File: config.mk
export PLATFORM = sky130hd
export DESIGN_NAME = qdec_counter
export DESIGN_NICKNAME = d
export VERILOG_FILES = /design/src/rtl/qdec_pkg.sv /design/src/rtl/qdec_filter.sv /design/src/rtl/qdec_decode.sv /design/src/rtl/qdec_count.sv /design/src/rtl/qdec_counter.sv
export SDC_FILE = /design/constraint.sdc
export NUM_CORES = 1
export LEC_CHECK = 0
export ABC_AREA = 0
export ABC_CLOCK_PERIOD_IN_PS = 5400
export BUFFER_PORTS_ARGS = -buffer_cell sky130_fd_sc_hd__buf_4
export CAP_MARGIN = 25
export CORE_ASPECT_RATIO = 1.75
export CORE_MARGIN = 1.5
export CORE_UTILIZATION = 40
export DETAILED_ROUTE_END_ITERATION = 16
export GPL_ROUTABILITY_DRIVEN = 0
export GPL_TIMING_DRIVEN = 0
export HOLD_SLACK_MARGIN = 0.15
export PLACE_DENSITY = 0.63
export SYNTH_ARGS = -nofsm -noshare
export SYNTH_HDL_FRONTEND = slang
export SYNTH_SLANG_ARGS = --single-unit
File: constraint.sdc
create_clock -name clk -period 5.4 [get_ports clk]
set_input_delay 0.27 -clock clk [delete_from_list [all_inputs] [get_ports clk]]
set_output_delay 0.27 -clock clk [all_outputs]
set_load 0.1 [all_outputs]
File: src/rtl/qdec_pkg.sv
package qdec_pkg;

  localparam int STS_W       = 4;
  localparam int STS_PERR    = 0;
  localparam int STS_WRAP_DN = 1;
  localparam int STS_WRAP_UP = 2;
  localparam int STS_DIR     = 3;

  typedef enum logic [1:0] {
    GATE_LL = 2'd0,
    GATE_LH = 2'd1,
    GATE_HL = 2'd2,
    GATE_HH = 2'd3
  } idx_gate_e;

  typedef struct packed {
    logic      filt_en;
    logic      pol_a;
    logic      pol_b;
    logic      pol_idx;
    logic      swap_ab;
    logic      idx_ignore;
    idx_gate_e idx_gate;
  } ctrl_t;

endpackage

File: src/rtl/qdec_filter.sv
module qdec_filter #(
  parameter int FLT_W = 21
) (
  input  logic             clk,
  input  logic             rst,
  input  logic             din,
  input  logic             flt_en,
  input  logic [FLT_W-1:0] flt_len,
  output logic             dout
);

  localparam int HC_W = FLT_W + 1;

  logic [1:0]      sync_q;
  logic [HC_W-1:0] hold_cnt;
  logic [HC_W-1:0] hold_lim;

  assign hold_lim = {1'b0, flt_len} + HC_W'(1);

  always_ff @(posedge clk) begin
    if (rst) begin
      sync_q   <= '0;
      dout     <= 1'b0;
      hold_cnt <= '0;
    end else begin
      sync_q <= {sync_q[0], din};
      if (!flt_en) begin
        dout     <= sync_q[1];
        hold_cnt <= '0;
      end else if (sync_q[1] == dout) begin
        hold_cnt <= '0;
      end else if (hold_cnt == hold_lim) begin
        dout     <= sync_q[1];
        hold_cnt <= '0;
      end else begin
        hold_cnt <= hold_cnt + HC_W'(1);
      end
    end
  end

endmodule

File: src/rtl/qdec_decode.sv
module qdec_decode (
  input  logic clk,
  input  logic rst,
  input  logic en,
  input  logic a,
  input  logic b,
  input  logic idx,
  output logic step,
  output logic up,
  output logic err,
  output logic idx_rise
);

  logic prev_a, prev_b, prev_i;
  logic chg_a, chg_b;

  always_ff @(posedge clk) begin
    if (rst) begin
      prev_a <= 1'b0;
      prev_b <= 1'b0;
      prev_i <= 1'b0;
    end else begin
      prev_a <= a;
      prev_b <= b;
      prev_i <= idx;
    end
  end

  assign chg_a    = a ^ prev_a;
  assign chg_b    = b ^ prev_b;
  assign step     = en & (chg_a ^ chg_b);
  assign err      = en & chg_a & chg_b;
  assign up       = a ^ prev_b;
  assign idx_rise = en & idx & ~prev_i;

endmodule

File: src/rtl/qdec_count.sv
module qdec_count #(
  parameter int CNT_W = 32
) (
  input  logic             clk,
  input  logic             rst,
  input  logic             step,
  input  logic             up,
  input  logic             idx_evt,
  input  logic [CNT_W-1:0] ceiling,
  output logic [CNT_W-1:0] count,
  output logic             wrap_up,
  output logic             wrap_dn,
  output logic             dir_chg
);

  logic last_up;
  logic live_step;

  assign live_step = step & ~idx_evt;
  assign wrap_up   = live_step &  up & (count == ceiling);
  assign wrap_dn   = live_step & ~up & (count == '0);
  assign dir_chg   = live_step & (up != last_up);

  always_ff @(posedge clk) begin
    if (rst) begin
      count   <= '0;
      last_up <= 1'b1;
    end else if (idx_evt) begin
      count <= '0;
    end else if (step) begin
      last_up <= up;
      if (up) count <= wrap_up ? '0 : count + CNT_W'(1);
      else    count <= wrap_dn ? ceiling : count - CNT_W'(1);
    end
  end

endmodule

File: src/rtl/qdec_counter.sv
module qdec_counter #(
  parameter int CNT_W = 32,
  parameter int FLT_W = 21
) (
  input  logic             clk,
  input  logic             rst,
  input  logic             enable,
  input  logic             cfg_we,
  input  logic             cfg_filt_en,
  input  logic [FLT_W-1:0] cfg_filt_len,
  input  logic             cfg_pol_a,
  input  logic             cfg_pol_b,
  input  logic             cfg_pol_idx,
  input  logic             cfg_swap,
  input  logic [1:0]       cfg_idx_gate,
  input  logic             cfg_idx_ignore,
  input  logic [CNT_W-1:0] cfg_ceiling,
  input  logic [3:0]       irq_mask,
  input  logic [3:0]       sts_clr,
  input  logic             enc_a,
  input  logic             enc_b,
  input  logic             enc_idx,
  output logic [CNT_W-1:0] count,
  output logic [3:0]       status,
  output logic             irq
);
  import qdec_pkg::*;

  localparam int NCH = 3;

  ctrl_t                  ctrl_q;
  logic [FLT_W-1:0]       flen_q;
  logic [CNT_W-1:0]       ceil_q;
  logic [NCH-1:0]         pin_raw;
  logic [NCH-1:0]         pin_flt;
  logic                   pa, pb, pi, da, db;
  logic                   step, up, dec_err, idx_rise, idx_evt, gate_ok;
  logic                   wrap_up, wrap_dn, dir_chg;
  logic [STS_W-1:0]       sts_set, sts_next, sts_q;
  logic                   irq_q;

  // configuration registers, locked while counting
  always_ff @(posedge clk) begin
    if (rst) begin
      ctrl_q <= '0;
      flen_q <= '0;
      ceil_q <= '0;
    end else if (cfg_we && !enable) begin
      ctrl_q.filt_en    <= cfg_filt_en;
      ctrl_q.pol_a      <= cfg_pol_a;
      ctrl_q.pol_b      <= cfg_pol_b;
      ctrl_q.pol_idx    <= cfg_pol_idx;
      ctrl_q.swap_ab    <= cfg_swap;
      ctrl_q.idx_ignore <= cfg_idx_ignore;
      ctrl_q.idx_gate   <= idx_gate_e'(cfg_idx_gate);
      flen_q            <= cfg_filt_len;
      ceil_q            <= cfg_ceiling;
    end
  end

  assign pin_raw = {enc_idx, enc_b, enc_a};

  for (genvar g = 0; g < NCH; g++) begin : g_pin
    qdec_filter #(.FLT_W(FLT_W)) i_filter (
      .clk     (clk),
      .rst     (rst),
      .din     (pin_raw[g]),
      .flt_en  (ctrl_q.filt_en),
      .flt_len (flen_q),
      .dout    (pin_flt[g])
    );
  end

  assign pa = pin_flt[0] ^ ctrl_q.pol_a;
  assign pb = pin_flt[1] ^ ctrl_q.pol_b;
  assign pi = pin_flt[2] ^ ctrl_q.pol_idx;
  assign da = ctrl_q.swap_ab ? pb : pa;
  assign db = ctrl_q.swap_ab ? pa : pb;

  qdec_decode i_decode (
    .clk      (clk),
    .rst      (rst),
    .en       (enable),
    .a        (da),
    .b        (db),
    .idx      (pi),
    .step     (step),
    .up       (up),
    .err      (dec_err),
    .idx_rise (idx_rise)
  );

  assign gate_ok = ({da, db} == ctrl_q.idx_gate);
  assign idx_evt = idx_rise & gate_ok & ~ctrl_q.idx_ignore;

  qdec_count #(.CNT_W(CNT_W)) i_count (
    .clk     (clk),
    .rst     (rst),
    .step    (step),
    .up      (up),
    .idx_evt (idx_evt),
    .ceiling (ceil_q),
    .count   (count),
    .wrap_up (wrap_up),
    .wrap_dn (wrap_dn),
    .dir_chg (dir_chg)
  );

  always_comb begin
    sts_set              = '0;
    sts_set[STS_PERR]    = dec_err;
    sts_set[STS_WRAP_DN] = wrap_dn;
    sts_set[STS_WRAP_UP] = wrap_up;
    sts_set[STS_DIR]     = dir_chg;
    sts_next             = (sts_q & ~sts_clr) | sts_set;
  end

  always_ff @(posedge clk) begin
    if (rst) begin
      sts_q <= '0;
      irq_q <= 1'b0;
    end else begin
      sts_q <= sts_next;
      irq_q <= |(sts_next & ~irq_mask);
    end
  end

  assign status = sts_q;
  assign irq    = irq_q;

endmodule

Word level (Yosys, flattened, before mapping):

Cells that the tools add are included.

* bits in registers: 177
* latch bits: 0
* RAM bits: 0
* memory bits (read-only): 0
* input port bits: 76
* logic and storage cells: 102
* memories: 0

* $add $sub $neg: 6
* multiply operators: 0
* divide/modulo/power cells: 0
* order comparisons: 0
* equality and inequality tests: 15
* shifts and indexed selects: 0
* mux-type cells: 14
* bitwise logic cells: 30
* reductions and logical operators: 12

Operators with widths (count)
* $mux 32: 3
* $add 22x1->22 const B: 3
* $eq 22x22->1: 3
* $add 32x1->32 const B: 1
* $eq 32x32->1: 1
* $logic_not 32->1: 1
* $sub 32x1->32 const B: 1
* $add 21x1->22 const B: 1
* $reduce_or 4->1: 4
* $and 1x1->1: 13
* $mux 1: 11
* $and 4x4->4: 2
* $not 4->4: 2
* $reduce_and 2->1: 4
* $xor 1x1->1: 7
* $ne 2x1->1 const B: 3
* $ne 2x2->1 const B: 3
* $not 1->1: 5
* $or 4x4->4: 1
* $eq 1x1->1: 3
* $eq 2x2->1: 1
* $reduce_or 2->1: 1
* $logic_and 1x1->1: 1
* $logic_not 1->1: 1
* $ne 1x1->1: 1

Logic depth before layout (Yosys ltp):

Gate-level depths: netlist of the first run.

* depth after elaboration: 12
* mapped depth: 12
* mapped depth without buffers: 10

Modules after synthesis:

Synthesis of the first run repeated with hierarchy kept, for this count alone.

* cell total of the unflattened synthesis: 1458
* area, all modules: 11224.5 sq um

By module, submodules not included
* qdec_filter: instances 3, cells an instance 217, area an instance 1767.9 sq um
* qdec_count: instances 1, cells an instance 484, area an instance 3388.2 sq um
* qdec_counter: instances 1, cells an instance 309, area an instance 2394.8 sq um
* qdec_decode: instances 1, cells an instance 14, area an instance 137.6 sq um

Worst setup path after synthesis of the first run:

Ideal clock, no wire load.

* path kind: register to register
* from: register i_count.count[20]
* to: register i_count.count[13]
* arrival: 3.293 ns
* data required time: 5.283 ns
* setup slack: 1.989 ns
* cell stages (with the launch flop): 12
* period minus slack after synthesis: 3.411 ns
* cell sequence: dfxtp_1 > clkbuf_1 > or3_1 > or3_1 > nor4b_1 > nand4_1 > nor3b_1 > buf_2 > buf_2 > mux2i_1 > o32ai_1 > a32o_1

* word-level cells in the longest chain between the ends: 4
* elaborated cells on any way between the ends: 7
* those cells by class: eq/ne (1); mux (3); bitwise (2); reduce/logical (1)

Ends and longest elaborated chain
* from (decl): RTL line qdec_count.sv:10 `output logic [CNT_W-1:0] count,`
* from (signal assigned): RTL line qdec_count.sv:32 `if (up) count <= wrap_up ? '0 : count + CNT_W'(1);`
* from (signal assigned): RTL line qdec_count.sv:33 `else count <= wrap_dn ? ceiling : count - CNT_W'(1);`
* $eq 32x32->1 or $logic_not 32->1 (tied branches): RTL line qdec_count.sv:20, qdec_count.sv:21
* $and 1x1->1 (on tied branches): RTL line qdec_count.sv:20, qdec_count.sv:21
* $mux 32 (on tied branches): RTL line qdec_count.sv:32, qdec_count.sv:33
* $mux 32 (*): RTL line qdec_count.sv:32

Every way passes the cells marked *; elsewhere a longest branch is shown, timed or not.
A chain may end at the register's enable or synchronous reset.

Final worst setup path of the first run:

* from: register flen_q[1]
* to: register g_pin[2].i_filter.hold_cnt[16]

* word-level cells in the longest chain between the ends: 3

Ends and longest elaborated chain
* from (decl): RTL line qdec_counter.sv:32 `logic [FLT_W-1:0] flen_q;`
* from (signal assigned): RTL line qdec_counter.sv:56 `flen_q <= cfg_filt_len;`
* $add 21x1->22: RTL line qdec_filter.sv:18 `assign hold_lim = {1'b0, flt_len} + HC_W'(1);`
* $eq 22x22->1: RTL line qdec_filter.sv:32 `end else if (hold_cnt == hold_lim) begin`
* $reduce_or 4->1 (no line)
* to (signal assigned): RTL line qdec_filter.sv:36 `hold_cnt <= hold_cnt + HC_W'(1);`
* to (decl): RTL line qdec_filter.sv:15 `logic [HC_W-1:0] hold_cnt;`

No other way between the ends.

==> impl_metrics.csv, run 1 <==
group,metric,value,unit
synth,synthMuxAreaShare,2.57,%
synth,ys_seq_elements,177,
timing,setup-tns-final,0,ns
synth,synthCells,1377,
clocking,cts-root-buf,"clkbuf_16",
synth,synth_compound_area_share,14.0,%
final_layout,final_core_util,50.3,%
detailed_routing,avgViaCountPerCell,5.61,
detailed_routing,finalWirelength,37.6,mm
setup_path,required,5.74,ns
detailed_routing,ant_nets,0,
outcome,outcome,"completed",
timing,setup_viol,0,
detailed_routing,route.detailed.drc,0,
detailed_routing,drtIter0Drc,656,
setup_path,reg2reg_from,"flen_q[1]$_SDFFE_PP0P_",
synth,synth_flop_cell,"dfxtp_1",
global_routing,grt_max_degree,17,
timing,rsz0062_at_grt,"false",
detailed_routing,vias,10800,
power,p_seq_share,32.5,%
synth,syn-num-nets,1460,
floorplanning,core,26500,sq um
floorplanning,die_w,127,um
final_layout,area_delta_synth_final,24.2,%
clocking,cts_tree,"done",
synth,async_flop_share,0,%
final_layout,fin_nets,1664,
power,pwr-share-comb,37.0,%
final_layout,stdcell_count,1917,
timing,min_period,4.42,ns
setup_path,worst-path-max-fanout,10,
setup_path,path_cells,"ha_1, buf_2, nand3_1, nor4_2, nand3_1, a32o_1, nor4_1, nand4_1, nand4b_1, buf_2, nor2_1",
clocking,path_clk_slew,0.07,ns
setup_path,path_buf_inv,2,
synth,synth-edff-count,0,
setup_path,crit_family,"simple AND/OR/NAND/NOR gates",
synth,ys_seq_area_share,33.0,%
setup_path,timing.rr.end,"g_pin[2].i_filter.hold_cnt[16]$_SDFF_PP0_",
floorplanning,dieHeight,220,um
setup_path,worstSetupEndpointType,"register",
setup_path,reg2reg_depth,11,
worst_hold_path,hold_depth,3,
global_routing,grt_pass1_wl,57.2,mm
setup_path,max_stage_delay,0.97,ns
final_layout,diodes,0,
clocking,cts.sinks,177,
synth,synth-simple-area-share,26.5,%
timing,worst_pin_slew,1.06,ns
final_layout,fill_cells,2605,
power,swShare,37.3,%
worst_hold_path,worst_hold_path.endpoint,"status[3]$_SDFF_PP0_",
place,dp_cells,1813,
power,p_sw,0.00164,W
clocking,postCtsSetupBuffers,0,
floorplanning,initial_core_util,40.5,%
synth,ys.warnings.count,0,
power,irDropWorstVdd,0.000240,V
place,dp_hpwl,28.8,mm
synth,synth_xor_area_share,17.8,%
worst_hold_path,worstHoldStart,"enable",
clocking,clock_path_buffers,2,
worst_hold_path,min_path_type,"input port to register",
power,power,0.00440,W
timing,finalCritPeriodShare,81.8,%
flow_run,cap_viol_max_count,0,
timing,whs,0.165,ns
setup_path,crit_path_start_kind,"register",
setup_path,crit_type,"register to register",
timing,max-slew-margin-rel,28.9,%
power,power_frac_clock,30.5,%
final_layout,drive_gt1_share,11.1,%
clocking,cts_made_buffers,17,
global_routing,grt_usage,27.2,%
detailed_routing,wire_per_inst,19.6,um
synth,synth_fa_ha_area_share,0.817,%
synth,avgSynthCellArea,7.79,sq um
global_routing,antenna_found_initial,0,
synth,synth_top_family_by_area,"simple AND/OR/NAND/NOR gates",
floorplanning,rows,79,
clocking,htreeDepth,4,
synth,synth_cell_types,68,
global_routing,grt.overflow.total,0,
place,port_buffers,112,
floorplanning,io_pins,113,
floorplanning,die-area,27800,sq um
synth,netlist_area,10700,sq um
timing,skew,0.0108,ns
global_routing,grt_pass1_vias,10600,
timing,slew_viol_final,0,
detailed_routing,first_pass_iters,5,
timing,hold_viol_final,0,
power,power.internal,0.00276,W
clocking,hold_buffers,72,
setup_path,critPathSlowestCell,"nor4_2",
setup_path,arrival,4.76,ns
clocking,postCtsResizedCells,0,
power,cellPowerDensity,331,nW/um^2
timing,fmax,0.226,GHz
power,leakage,4.78,nW
clocking,clk_latency,0.45,ns
setup_path,r2r_setup_slack,0.98,ns
[cells in the final DEF (no fill, tap or decap), types with 5 or more instances in the layout]
| cell type | synthesis | layout |
|---|---|---|
| nand2_1 | 192 | 192 |
| dfxtp_1 | 177 | 177 |
| nor2_1 | 130 | 130 |
| xnor2_1 | 123 | 123 |
| buf_4 | 3 | 115 |
| a21oi_1 | 89 | 89 |
| xor2_1 | 87 | 87 |
| clkbuf_1 | 83 | 84 |
| dlygate4sd3_1 | 0 | 72 |
| nand3_1 | 57 | 57 |
| o21ai_0 | 42 | 42 |
| nand4_1 | 39 | 39 |
| and3_1 | 32 | 32 |
| inv_1 | 31 | 31 |
| nor3_1 | 26 | 26 |
| nor4_1 | 24 | 24 |
| mux2i_1 | 23 | 23 |
| nor2b_1 | 19 | 19 |
| clkbuf_16 | 0 | 17 |
| o32ai_1 | 15 | 15 |
| a32o_1 | 15 | 15 |
| buf_2 | 14 | 14 |
| or4_1 | 10 | 10 |
| o211ai_1 | 10 | 10 |
| nand2b_1 | 8 | 8 |
| and4_1 | 8 | 8 |
| a31oi_1 | 8 | 8 |
| or3_1 | 7 | 7 |
| ha_1 | 7 | 7 |
| buf_1 | 6 | 6 |
| a22oi_1 | 6 | 6 |
| and2_1 | 5 | 5 |
| o22ai_1 | 5 | 5 |
| nand4b_1 | 5 | 5 |
[state kept, by name (all words and copies together) (netlist names)]
signal / flops
i_decode.prev_b: 1
i_count.count: 32
status: 4
g_pin.i_filter.dout: 3
i_decode.prev_a: 1
i_decode.prev_i: 1
g_pin.i_filter.hold_cnt: 66
ctrl_q: 8
g_pin.i_filter.sync_q: 6
flen_q: 21
irq: 1
ceil_q: 32
i_count.last_up: 1
[through the flow]
step | worst slack, ns | cell area [sq um]
5_1_grt | 0.860 | 13300
4_1_cts | 1.05 | 13300
2_1_floorplan | 1.99 | 10700
6_report | 0.981 | 13300
3_3_place_gp | 1.10 | 12000
3_5_place_dp | 1.07 | 12000
[area by class of cell]
type	instances	area, sq um	share of cell area (%)
Multi-Input combinational cell	1060	6610	49.6
Sequential cell	177	3540	26.6
Timing Repair Buffer	185	1570	11.8
Buffer	108	449	3.37
Clock buffer	19	443	3.33
Tap cell	324	405	3.04
Clock inverter	12	181	1.36
Inverter	32	120	0.902
[synthesized netlist by cell type, drive strengths merged (4+ instances only)]
library cell | instances | share of area [%]
clkbuf | 83 | 2.9
buf | 25 | 1.3
a211o | 4 | 0.33
nor2 | 130 | 4.6
nor4 | 26 | 1.6
a21oi | 90 | 4.2
a22oi | 6 | 0.42
mux2 | 4 | 0.42
nor3 | 27 | 1.3
xor2 | 87 | 7.1
mux2i | 23 | 2.1
o41ai | 5 | 0.48
nand2b | 8 | 0.47
or4 | 11 | 0.81
o32a | 4 | 0.37
nor4b | 4 | 0.33
a32o | 15 | 1.4
o211ai | 10 | 0.70
and4 | 8 | 0.65
o21ai | 44 | 2.1
nand3 | 57 | 2.7
and3 | 32 | 1.9
nand2 | 192 | 6.7
dfxtp | 177 | 33
or3 | 7 | 0.41
o32ai | 15 | 1.2
a31oi | 8 | 0.47
nand4 | 40 | 2.4
nor2b | 19 | 1.1
o22ai | 5 | 0.29
and2 | 5 | 0.29
xnor2 | 123 | 10
ha | 7 | 0.82
nand4b | 6 | 0.55
inv | 31 | 1.1
[worst min-delay path, delay by kind of cell]
family	cells	cell delay (ns)
simple gates	1	0.08
buf+inv	1	0.13
compound gates	1	0.08
[power groups by stage]
stage | Combinational (W) | Clock (W) | Sequential (W)
4_1_cts | 0.00161 | 0.00138 | 0.00143
2_1_floorplan | 0.000936 | 0 | 0.00170
5_1_grt | 0.00175 | 0.00142 | 0.00144
3_3_place_gp | 0.00155 | 0 | 0.00146
3_5_place_dp | 0.00156 | 0 | 0.00146
6_report | 0.00163 | 0.00134 | 0.00143
[metal layers]
layer	vias up	part of all wire, %	routed length, um	global-route usage [%]
met5	-	0	0	0
met1	5033	33	12500	24.1
met2	363	53	20100	52.1
met3	169	4.2	1590	4.90
met4	0	9.2	3440	23.3
li1	5188	-	-	-
[how the worst max path moves through the flow]
stage                                        start                                   endpoint  slack (ns)  cells after the start
floorplan           i_count.count[20]$_SDFFE_PP0N_             i_count.count[13]$_SDFFE_PP0N_        1.99                     11
global placement            flen_q[1]$_SDFFE_PP0P_  g_pin[2].i_filter.hold_cnt[20]$_SDFF_PP0_        1.10                     11
detailed placement          flen_q[1]$_SDFFE_PP0P_   g_pin[2].i_filter.hold_cnt[5]$_SDFF_PP0_        1.07                     11
CTS                         flen_q[1]$_SDFFE_PP0P_   g_pin[2].i_filter.hold_cnt[8]$_SDFF_PP0_        1.05                     11
global route                flen_q[1]$_SDFFE_PP0P_  g_pin[2].i_filter.hold_cnt[16]$_SDFF_PP0_        0.86                     11
finish                      flen_q[1]$_SDFFE_PP0P_  g_pin[2].i_filter.hold_cnt[16]$_SDFF_PP0_        0.98                     11
[logic make-up after synthesis]
family,Yosys count
and+or+nand+nor,582
AOI/OAI and AO/OA,231
xor gates and xnor gates,213
DFF,177
buffers and inverters,140
muxes,27
adders and majority gates,7
Note: power is estimated with default switching activity, not from simulation.
==> inputs of run 2 (changes only) <==
--- a/config.mk
+++ b/config.mk
@@ -6,7 +6,7 @@
 export NUM_CORES = 1
 export LEC_CHECK = 0
 export ABC_AREA = 0
-export ABC_CLOCK_PERIOD_IN_PS = 5400
+export ABC_CLOCK_PERIOD_IN_PS = 3720
 export BUFFER_PORTS_ARGS = -buffer_cell sky130_fd_sc_hd__buf_4
 export CAP_MARGIN = 25
 export CORE_ASPECT_RATIO = 1.75
@@ -16,7 +16,7 @@
 export GPL_ROUTABILITY_DRIVEN = 0
 export GPL_TIMING_DRIVEN = 0
 export HOLD_SLACK_MARGIN = 0.15
-export PLACE_DENSITY = 0.63
+export PLACE_DENSITY = 0.65
 export SYNTH_ARGS = -nofsm -noshare
 export SYNTH_HDL_FRONTEND = slang
 export SYNTH_SLANG_ARGS = --single-unit
==> constraint.sdc (replaced) <==
create_clock -name clk -period 3.72 [get_ports clk]
set_input_delay 0.186 -clock clk [delete_from_list [all_inputs] [get_ports clk]]
set_output_delay 0.186 -clock clk [all_outputs]
set_load 0.1 [all_outputs]
==> impl_metrics.csv, run 2 (synthesis results as in run 1) <==
group,metric,value,unit
outcome,outcome,"completed",
clocking,cts.sinks,177,
timing,skew,0.0100,ns
timing,fmax,0.277,GHz
place,post_dp_cell_area,12000,sq um
floorplanning,dieHeight,220,um
final_layout,fin_nets,1672,
power,swShare,38.5,%
setup_path,worst-path-max-fanout,10,
detailed_routing,avgViaCountPerCell,5.67,
detailed_routing,wire_per_inst,19.4,um
clocking,cts_tree,"done",
setup_path,crit_start,"flen_q[4]$_SDFFE_PP0P_",
detailed_routing,vias,10900,
setup_path,reg2reg_depth,13,
power,irDropWorstVdd,0.000365,V
clocking,clock_path_buffers,2,
setup_path,required,4.06,ns
final_layout,area_delta_synth_final,25.4,%
final_layout,largest_register_ffs,66,
global_routing,grt_usage,27.0,%
timing,worst_pin_slew,0.895,ns
power,pwr-share-comb,37.9,%
timing,hold_viol_final,0,
setup_path,crit_type,"register to register",
clocking,clk_latency,0.46,ns
timing,max-slew-margin-rel,40.3,%
power,power,0.00625,W
setup_path,arrival,3.95,ns
global_routing,antenna_found_initial,0,
final_layout,fin_area,13500,sq um
setup_path,critPathSlowestCell,"or4_1",
floorplanning,rows,79,
floorplanning,initial_core_util,40.5,%
place,dpl_worst_slack,-0.527,ns
power,cellPowerDensity,465,nW/um^2
final_layout,drive_gt1_share,12.2,%
clocking,path_clk_slew,0.07,ns
detailed_routing,finalWirelength,37.4,mm
setup_path,path_cells,"buf_2, nand4_2, or4_1, buf_2, or3_1, a32oi_1, nor4b_1, nand4_1, buf_4, nand4b_1, buf_4, buf_2, nor2_1",
timing,finalCritPeriodShare,97.1,%
worst_hold_path,hold_depth,5,
final_layout,top_register,"g_pin.i_filter.hold_cnt",
clocking,cts_made_buffers,17,
worst_hold_path,worstHoldStart,"enable",
global_routing,grt_pass1_vias,10900,
timing,min_period,3.61,ns
final_layout,final_common_cell,"nand2_1",
place,port_buffers,112,
detailed_routing,ant_nets,0,
setup_path,cpMostUsedCell,"buf_2",
floorplanning,core,26500,sq um
global_routing,grt_max_degree,17,
global_routing,grt_pass1_wl,57.2,mm
detailed_routing,drtIter0Drc,677,
worst_hold_path,min_path_type,"input port to register",
final_layout,final_cell_mix,"nand2_1 (192), dfxtp_1 (176), nor2_1 (128)",
final_layout,reg.largest.list,"g_pin.i_filter.hold_cnt x66, ceil_q x32, i_count.count x32",
detailed_routing,first_pass_iters,5,
power,p_sw,0.00241,W
floorplanning,die_w,127,um
power,p_seq_share,33.2,%
place,dp_hpwl,28.5,mm
setup_path,max_stage_delay,0.58,ns
clocking,cts-root-buf,"clkbuf_16",
power,leakage,4.87,nW
power,power.internal,0.00384,W
flow_run,cap_viol_max_count,0,
global_routing,grt.overflow.total,0,
timing,post-route-worst-setup-slack,0.109,ns
final_layout,diodes,0,
floorplanning,die-area,27800,sq um
timing,setup_viol,0,
setup_path,worstSetupEndpointType,"register",
setup_path,reg2reg_from,"flen_q[4]$_SDFFE_PP0P_",
timing,setup-tns-final,0,ns
timing,slew_viol_final,0,
floorplanning,io_pins,113,
clocking,htreeDepth,4,
power,power_frac_clock,28.9,%
detailed_routing,route.detailed.drc,0,
setup_path,crit_path_start_kind,"register",
==> run 2: cell types whose count changed in the layout (fill, tap and decap cells not counted), sizes merged <==
| cell | previous run | this run |
|---|---|---|
| bufinv | 4 | 1 |
| clkinv | 6 | 4 |
| clkinvlp | 1 | 3 |
| dlygate4sd3 | 72 | 75 |
| buf | 137 | 143 |
| inv | 33 | 36 |
==> run 2: per-layer routing <==
metal,GRT usage (%),part of all wire (%),wire length (um)
met5,0,0,0
met4,22.3,8.7,3260
met3,4.66,4.9,1840
met2,52.1,54,20200
met1,24.0,32,12100
==> run 2: metrics by stage <==
step	std cells	util (%)	hold slack (ns)
finish	1926	50.8	0.393
global route	1926	50.8	0.413
CTS	1921	50.4	0.346
detailed placement	1813	45.2	0.393
global placement	1813	45.2	0.390
floorplan	1377	-	0.263
==> run 2: worst paths after layout <==
kind / end / slack, ns
setup / recovery: g_pin[2].i_filter.hold_cnt[20]$_SDFF_PP0_ / 0.11
hold / removal: irq$_SDFF_PP0_ / 0.39
setup reg to reg: g_pin[2].i_filter.hold_cnt[20]$_SDFF_PP0_ / 0.11
hold reg to reg: g_pin[2].i_filter.sync_q[1]$_SDFF_PP0_ / 0.45
==> run 2: layout make-up <==
type / instances / area, sq um
inverters: 32 / 120
fillers: 2587 / 13000
plain buffers: 107 / 450
multi-input cells: 1060 / 6710
repair buffers: 194 / 1640
clock inverters: 12 / 124
flip-flops and latches: 177 / 3540
well taps: 324 / 405
clock buffers: 20 / 457
==> run 2: repair_timing <==
action / in CTS / in global routing
gates resized for setup: 6 / 15
hold buffers: 75 / 0
buffers inserted: 1 / 6
setup endpoints to repair: 79 / 91
endpoints found under the hold margin: 69 / 0
pin swaps: 1 / 4
==> run 2: power by group through the flow <==
stage	Sequential, W	Combinational (W)	Clock (W)
2_1_floorplan	0.00247	0.00136	0
3_3_place_gp	0.00212	0.00224	0
3_5_place_dp	0.00212	0.00226	0
4_1_cts	0.00207	0.00234	0.00184
5_1_grt	0.00209	0.00254	0.00191
6_report	0.00208	0.00237	0.00181
==> run 2: worst max-delay path: cells and delay by family, from the launching register on <==
kind            cells  cell delay (ns)
simple gates        7             1.96
compound gates      1             0.22
buf+inv             5             1.00
flops               1             0.30
